<file path="src/rtl/nvseq_pkg.sv">
package nvseq_pkg;
   typedef enum logic [1:0] {
      K_NONE   = 2'd0,
      K_WRITE  = 2'd1,
      K_COPY   = 2'd2,
      K_GLOBAL = 2'd3
   } store_kind_e;
endpackage

</file>
<file path="src/rtl/nvseq_powerup.sv">
module nvseq_powerup #(
   parameter int READ_LOCK  = 50000,
   parameter int WRITE_LOCK = 250000
) (
   input  logic clk,
   input  logic rst_n,
   output logic read_ok,
   output logic write_ok
);
   localparam int CW = $clog2(WRITE_LOCK + 1);

   if (READ_LOCK < 1 || READ_LOCK > WRITE_LOCK) begin : g_bad_lock
      $error("nvseq_powerup: need 1 <= READ_LOCK <= WRITE_LOCK");
   end

   logic [CW-1:0] age_q;

   always_ff @(posedge clk or negedge rst_n) begin
      if (!rst_n)
         age_q <= '0;
      else if (age_q != CW'(WRITE_LOCK))
         age_q <= age_q + 1'b1;
   end

   assign read_ok  = (age_q >= CW'(READ_LOCK));
   assign write_ok = (age_q == CW'(WRITE_LOCK));

   // once open, the read gate never closes again
   p_read_sticky_r2 : assert property (@(posedge clk) disable iff (!rst_n)
      read_ok |=> read_ok);
   p_write_sticky_r2 : assert property (@(posedge clk) disable iff (!rst_n)
      write_ok |=> write_ok);
endmodule

</file>
<file path="src/rtl/nvseq_timer.sv">
module nvseq_timer #(
   parameter int STORE_CYCLES = 500000
) (
   input  logic clk,
   input  logic rst_n,
   input  logic start,
   output logic busy,
   output logic done
);
   localparam int CW = (STORE_CYCLES > 2) ? $clog2(STORE_CYCLES) : 1;

   if (STORE_CYCLES < 2) begin : g_bad_len
      $error("nvseq_timer: STORE_CYCLES must be at least 2");
   end

   logic [CW-1:0] left_q;
   logic          busy_q;

   always_ff @(posedge clk or negedge rst_n) begin
      if (!rst_n) begin
         busy_q <= 1'b0;
         left_q <= '0;
      end else if (start && !busy_q) begin
         busy_q <= 1'b1;
         left_q <= CW'(STORE_CYCLES - 1);
      end else if (busy_q) begin
         if (left_q == '0)
            busy_q <= 1'b0;
         else
            left_q <= left_q - 1'b1;
      end
   end

   assign busy = busy_q;
   assign done = busy_q && (left_q == '0);

   // the busy window cannot end before its count is spent
   p_busy_hold_r6 : assert property (@(posedge clk) disable iff (!rst_n)
      (busy_q && left_q != '0) |=> busy_q);
   p_done_ends_r6 : assert property (@(posedge clk) disable iff (!rst_n)
      done |=> !busy_q);
endmodule

</file>
<file path="src/rtl/nvseq_bank.sv">
module nvseq_bank
   import nvseq_pkg::*;
#(
   parameter int             NCH   = 4,
   parameter int             NREG  = 4,
   parameter int             DW    = 6,
   parameter logic [DW-1:0]  INIT  = '0
) (
   input  logic                   clk,
   input  logic                   rst_n,
   input  logic                   commit,
   input  store_kind_e            kind,
   input  logic [$clog2(NCH)-1:0] chan,
   input  logic [$clog2(NREG)-1:0] reg_sel,
   input  logic [NCH*DW-1:0]      vals,
   output logic [NCH*NREG*DW-1:0] bank_q
);
   localparam int CHW = $clog2(NCH);
   localparam int RGW = $clog2(NREG);

   if (NCH < 2 || NREG < 2 || DW < 1) begin : g_bad_shape
      $error("nvseq_bank: need NCH >= 2, NREG >= 2, DW >= 1");
   end

   for (genvar c = 0; c < NCH; c++) begin : g_ch
      logic hit_ch;
      assign hit_ch = (kind == K_GLOBAL) || (chan == CHW'(c));
      for (genvar r = 0; r < NREG; r++) begin : g_rg
         logic [DW-1:0] slot_q;
         always_ff @(posedge clk or negedge rst_n) begin
            if (!rst_n)
               slot_q <= INIT;
            else if (commit && hit_ch && reg_sel == RGW'(r))
               slot_q <= vals[c*DW +: DW];
         end
         assign bank_q[((c*NREG)+r)*DW +: DW] = slot_q;
      end
   end

   // without a commit strobe the bank holds
   p_quiet_r6 : assert property (@(posedge clk) disable iff (!rst_n)
      !commit |=> $stable(bank_q));
endmodule

</file>
<file path="src/rtl/nv_store_seq.sv">
module nv_store_seq
   import nvseq_pkg::*;
#(
   parameter int NCH          = 4,
   parameter int NREG         = 4,
   parameter int DW           = 6,
   parameter int STORE_CYCLES = 500000,
   parameter int READ_LOCK    = 50000,
   parameter int WRITE_LOCK   = 250000,
   localparam int CHW = $clog2(NCH),
   localparam int RGW = $clog2(NREG)
) (
   input  logic                   clk,
   input  logic                   rst_n,
   input  logic                   cs_n,
   input  logic                   wr_protect_n,
   input  logic                   req_valid,
   input  logic [1:0]             req_kind,
   input  logic [CHW-1:0]         req_chan,
   input  logic [RGW-1:0]         req_reg,
   input  logic [DW-1:0]          req_data,
   input  logic [NCH*DW-1:0]      wiper_in,
   output logic                   wip,
   output logic                   read_ok,
   output logic                   write_ok,
   output logic [NCH*NREG*DW-1:0] bank_q
);
   store_kind_e      kind_in;
   logic             cs_q;
   logic             cs_rise;
   logic             accept;
   logic             start;
   logic             done;
   logic             pend_q;
   store_kind_e      p_kind_q;
   logic [CHW-1:0]   p_chan_q;
   logic [RGW-1:0]   p_reg_q;
   logic [NCH*DW-1:0] p_vals_q;
   logic [NCH*DW-1:0] vals_nx;

   assign kind_in = store_kind_e'(req_kind);

   nvseq_powerup #(.READ_LOCK(READ_LOCK), .WRITE_LOCK(WRITE_LOCK)) u_pwr (
      .clk(clk), .rst_n(rst_n), .read_ok(read_ok), .write_ok(write_ok));

   always_ff @(posedge clk or negedge rst_n) begin
      if (!rst_n) cs_q <= 1'b1;
      else        cs_q <= cs_n;
   end
   assign cs_rise = cs_n && !cs_q;

   assign accept = req_valid && !cs_n && write_ok && !wip &&
                   wr_protect_n && (kind_in != K_NONE);

   always_comb begin
      vals_nx = wiper_in;
      if (kind_in == K_WRITE) begin
         for (int c = 0; c < NCH; c++)
            if (req_chan == CHW'(c)) vals_nx[c*DW +: DW] = req_data;
      end
   end

   always_ff @(posedge clk or negedge rst_n) begin
      if (!rst_n) begin
         pend_q   <= 1'b0;
         p_kind_q <= K_NONE;
         p_chan_q <= '0;
         p_reg_q  <= '0;
         p_vals_q <= '0;
      end else if (start) begin
         pend_q   <= 1'b0;
      end else if (accept) begin
         pend_q   <= 1'b1;
         p_kind_q <= kind_in;
         p_chan_q <= req_chan;
         p_reg_q  <= req_reg;
         p_vals_q <= vals_nx;
      end
   end

   assign start = cs_rise && pend_q;

   nvseq_timer #(.STORE_CYCLES(STORE_CYCLES)) u_tmr (
      .clk(clk), .rst_n(rst_n), .start(start), .busy(wip), .done(done));

   nvseq_bank #(.NCH(NCH), .NREG(NREG), .DW(DW)) u_bank (
      .clk(clk), .rst_n(rst_n), .commit(done), .kind(p_kind_q),
      .chan(p_chan_q), .reg_sel(p_reg_q), .vals(p_vals_q), .bank_q(bank_q));

   // a store begins only right after chip select is released
   p_start_on_rise_r5 : assert property (@(posedge clk) disable iff (!rst_n)
      $rose(wip) |-> ($past(cs_n) && !$past(cs_n, 2)));
   // no store while writes are locked out
   p_lock_r3 : assert property (@(posedge clk) disable iff (!rst_n)
      !write_ok |-> !wip);
   // the read gate opens no later than the write gate
   p_order_r2 : assert property (@(posedge clk) disable iff (!rst_n)
      write_ok |-> read_ok);
   // protect held low keeps the request slot empty
   p_protect_r4 : assert property (@(posedge clk) disable iff (!rst_n)
      (!wr_protect_n && !pend_q) |=> !pend_q);
   // nothing is queued while a store runs
   p_busy_drop_r10 : assert property (@(posedge clk) disable iff (!rst_n)
      wip |-> !pend_q);
endmodule

</file>
<file path="config.mk">
export PLATFORM = sky130hd
export DESIGN_NAME = nv_store_seq
export DESIGN_NICKNAME = d
export VERILOG_FILES = /design/src/rtl/nvseq_pkg.sv /design/src/rtl/nvseq_powerup.sv /design/src/rtl/nvseq_timer.sv /design/src/rtl/nvseq_bank.sv /design/src/rtl/nv_store_seq.sv
export SDC_FILE = /design/constraint.sdc
export NUM_CORES = 1
export LEC_CHECK = 0
export BUFFER_PORTS_ARGS = -buffer_cell sky130_fd_sc_hd__buf_4
export CAP_MARGIN = 10
export CORE_UTILIZATION = 55
export CTS_CLUSTER_SIZE = 8
export DETAILED_ROUTE_END_ITERATION = 8
export GPL_TIMING_DRIVEN = 1
export PLACE_DENSITY = 0.85
export SYNTH_ARGS = -nofsm -noshare
export SYNTH_HDL_FRONTEND = slang
export SYNTH_HIERARCHICAL = 1
export SYNTH_SLANG_ARGS = --single-unit
</file>
<file path="constraint.sdc">
create_clock -name clk -period 3 [get_ports clk]
set_input_delay 0.3 -clock clk [delete_from_list [all_inputs] [get_ports clk]]
set_output_delay 0.3 -clock clk [all_outputs]
set_load 0.02 [all_outputs]
</file>
==> impl_results.md <==
* Post-synth cell types at 56
* Pre-Repair DR Iteration Count at 4
* Longest Clk Path Bufs at 2
* Wire per inst at 19.7 um
* Post-Syn Nets at 552
* WL final at 16700 um
* Grt total ovfl at 0
* Sw Pwr at 0.00102 W
* Data required time of the critical path at 3300 ps
* Critical path arrival at 3130 ps
* Top-count cell post-synth: dfrtp_1
* Slowest CP cell: nor2_2
* Number of CTS-inserted buffers at 17
* Gpl congestion at 0.810
* Fin nets at 710
* Initial Utilization at 57.2%
* Largest net degree at the start of global routing at 99
* IO Pins at 140
* Final period util at 94.4%
* Setup TNS at 0 ps
* Seq/Total Area, Yosys at 56.7%
* Ant diodes at 0
* Mapped Area at 7330 um^2
* Internal Power at 0.00378 W
* Leak at 4.55 nW
* Die height at 117 um
* Sequential Power Share at 48.8%
* RR Startpoint: u_tmr/left_q[0]
* Multi-input gate area at 3090 um^2
* CP delay by family, top: simple AND/OR/NAND/NOR gates
* Switching Share at 21.3%
* RSZ-0062 raised after global routing: false
* Synth top area cells: dfrtp_1 56%, mux2_2 17%, mux2_4 5.1%
* Clock power frac at 46.6%
* Slowest stage delay, CP at 500 ps
* Synth top area share at 56.3%
* Power per cell area at 520 nW/um^2
* Number of DRC markers in iteration 0 at 257
* Worst r2r path cells at 8
* Setup ws final at 167 ps
* Synth Area per Inst at 14.4 um^2
* First-pass GRT wire length at 27200 um
* Die width at 117 um
* Post-detail-place hpwl at 12000 um
* CTS tree: done
* Status: completed
* Port Buffer Count at 139
* Cell taking the most area after synthesis: dfrtp_1
* Max Freq at 353 MHz
* Post-synth EDFFs at 0
* Mapped Cells at 508
* Worst-skew pair later-pin latency at 420 ps
* Non-filler cells, final at 850
* Buffer and inverter count on the worst path at 1
* Num rows at 41
* Via count at 4716
* Area grow syn2layout at 26.1%
* Fraction of registers with async set/reset at 100%
* Seq cells post-synth at 166
* Slew @ Worst Pin at 522 ps
* Worst vdd ir at 329 uV
* CP endpoint kind: register
* Register area at 4160 um^2
* Dpl ws at 250 ps
* Crit path kind: register to register
* Worst Hold End: p_reg_q[1]
* Clk root buf: clkbuf_16
* CTS Sinks at 166
* Max_cap viols at 0
* H-tree levels at 4
* Residual DRC count at 0
* Antenna violations before repair at 0
* Clock-pin slew on the worst setup and hold paths at 60 ps
* WHS at 146 ps
* Post-synth top cells: 165 x dfrtp_1, 111 x mux2_2, 25 x mux2_4
* Startpoint types: register
* Placed Cells at 817
* Fillers at 868
* FF-to-FF setup slack at 170 ps
* Worst Hold Path Cells at 2
* Final Hold Fails at 0
* Core box area at 12800 um^2
* Worst-path cell chain: inv_1 > ha_1 > nor3b_1 > nand3_1 > nor2_1 > nand3b_1 > nor2_2 > mux2_2
* Clk_skew at 6.81 ps
* Util after Layout at 72.1%
* Die area at 13800 um^2
* Final worst path period need at 2830 ps
* Reg-to-Reg End: u_bank/g_ch[3].g_rg[1].slot_q[4]
* Yosys warnings at 6
* Routed vias/inst at 5.55
* Endpoints failing setup at 0
* Share of cells above drive strength 1 at 50.6%
* HP Class: input pin to register
* Critical Path Fanout Max at 6
* Slew headroom at 64.3%
* Hold_sp: req_reg[1]
* Final max-slew violation count at 0
* Number of global-route vias before repair at 4978
* Gr usage total at 25.7%
* Main synth FF type: dfrtp_1
* Comb power frac at 4.7%
* Post-route ant nets at 0
==> flip-flops by register name, indices dropped and copies added, names as in the netlist <==
name and flops:
p_chan_q 2, u_bank/g_ch.g_rg.slot_q 96, cs_q 1, p_reg_q 2, u_tmr/left_q 19, u_pwr/age_q 18
p_vals_q 24, u_tmr/busy 1, p_kind_q 2, pend_q 1
==> metrics by stage <==
step	cell area [um^2]	power, W
after floorplan	7330	0.00248
after global placement	8610	0.00259
after detailed placement	8610	0.00260
after CTS	9250	0.00484
after global routing	9250	0.00496
final	9250	0.00481
==> metal layers <==
layer  routed length (um)  GRT usage, %  vias up
li1                     -             -     2139
met1                 6920          31.5     2416
met2                 8570          43.1      129
met3                  751          6.15       32
met4                  499          12.0        0
met5                    0             0        -
==> cells in the final DEF (no fill, tap or decap), types with 4 or more instances in the layout <==
master | netlist | routed
a21oi_2 | 7 | 7
buf_4 | 3 | 143
clkbuf_16 | 0 | 17
clkbuf_8 | 0 | 4
dfrtp_1 | 165 | 165
inv_1 | 8 | 8
mux2_1 | 16 | 16
mux2_2 | 111 | 111
mux2_4 | 25 | 25
mux2i_1 | 6 | 6
nand2_1 | 21 | 21
nand2b_1 | 10 | 10
nand3_1 | 14 | 14
nand3b_1 | 4 | 4
nand4_1 | 4 | 4
nor2_1 | 18 | 17
nor2_2 | 6 | 6
nor4_1 | 5 | 5
o21ai_0 | 6 | 6
xnor2_1 | 19 | 19
xor2_1 | 4 | 4
==> logic make-up after synthesis <==
kind of cell,after synthesis,synth area share (%)
AO/OA/AOI/OAI,28,3.43
XOR/XNOR,23,2.75
adder cells (fa/ha/maj),3,0.512
buffers and inverters,17,1.28
flip-flops,166,56.7
multiplexers,158,25.4
AND/OR/NAND/NOR,113,9.90
==> how the worst max path moves through the flow <==
stage	from	endpoint	slack (ps)	depth (start not counted)
after floorplan	u_tmr/left_q[9]	u_bank/g_ch[1].g_rg[0].slot_q[0]	470	8
after global placement	u_tmr/left_q[0]	u_bank/g_ch[1].g_rg[0].slot_q[3]	360	8
after CTS	u_tmr/left_q[9]	u_bank/g_ch[3].g_rg[1].slot_q[4]	210	7
final	u_tmr/left_q[0]	u_bank/g_ch[3].g_rg[1].slot_q[4]	170	8
after global routing	u_tmr/left_q[0]	u_bank/g_ch[3].g_rg[2].slot_q[3]	30	8
after detailed placement	u_tmr/left_q[9]	u_bank/g_ch[3].g_rg[1].slot_q[4]	250	7
==> worst reg2reg max path: stages, from the launching register on <==
cell      delay, ps
dfrtp_1         390
inv_1           100
ha_1            190
nor3b_1         410
nand3_1         170
nor2_1          280
nand3b_1        260
nor2_2          510
mux2_2          410
==> power groups by stage <==
stage	clock network, W	logic (W)	registers (W)
after floorplan	0	0.000105	0.00237
after global placement	0	0.000216	0.00238
after detailed placement	0	0.000224	0.00238
after CTS	0.00227	0.000227	0.00234
after global routing	0.00236	0.000249	0.00235
final	0.00224	0.000224	0.00234
==> final cells by class <==
cell class / instances / area share, %
clock inverters: 7 / 1.29
inverters: 8 / 0.325
repair buffers: 148 / 12.4
well taps: 172 / 2.33
clock buffers: 24 / 5.32
flip-flops and latches: 166 / 44.9
multi-input cells: 325 / 33.4
==> what timing repair did <==
action	in CTS	in global routing
gates resized for setup	0	0
setup buffers	0	0
hold buffers	2	0
hold endpoints to repair	25	0
(Power assumes the default switching activity.)
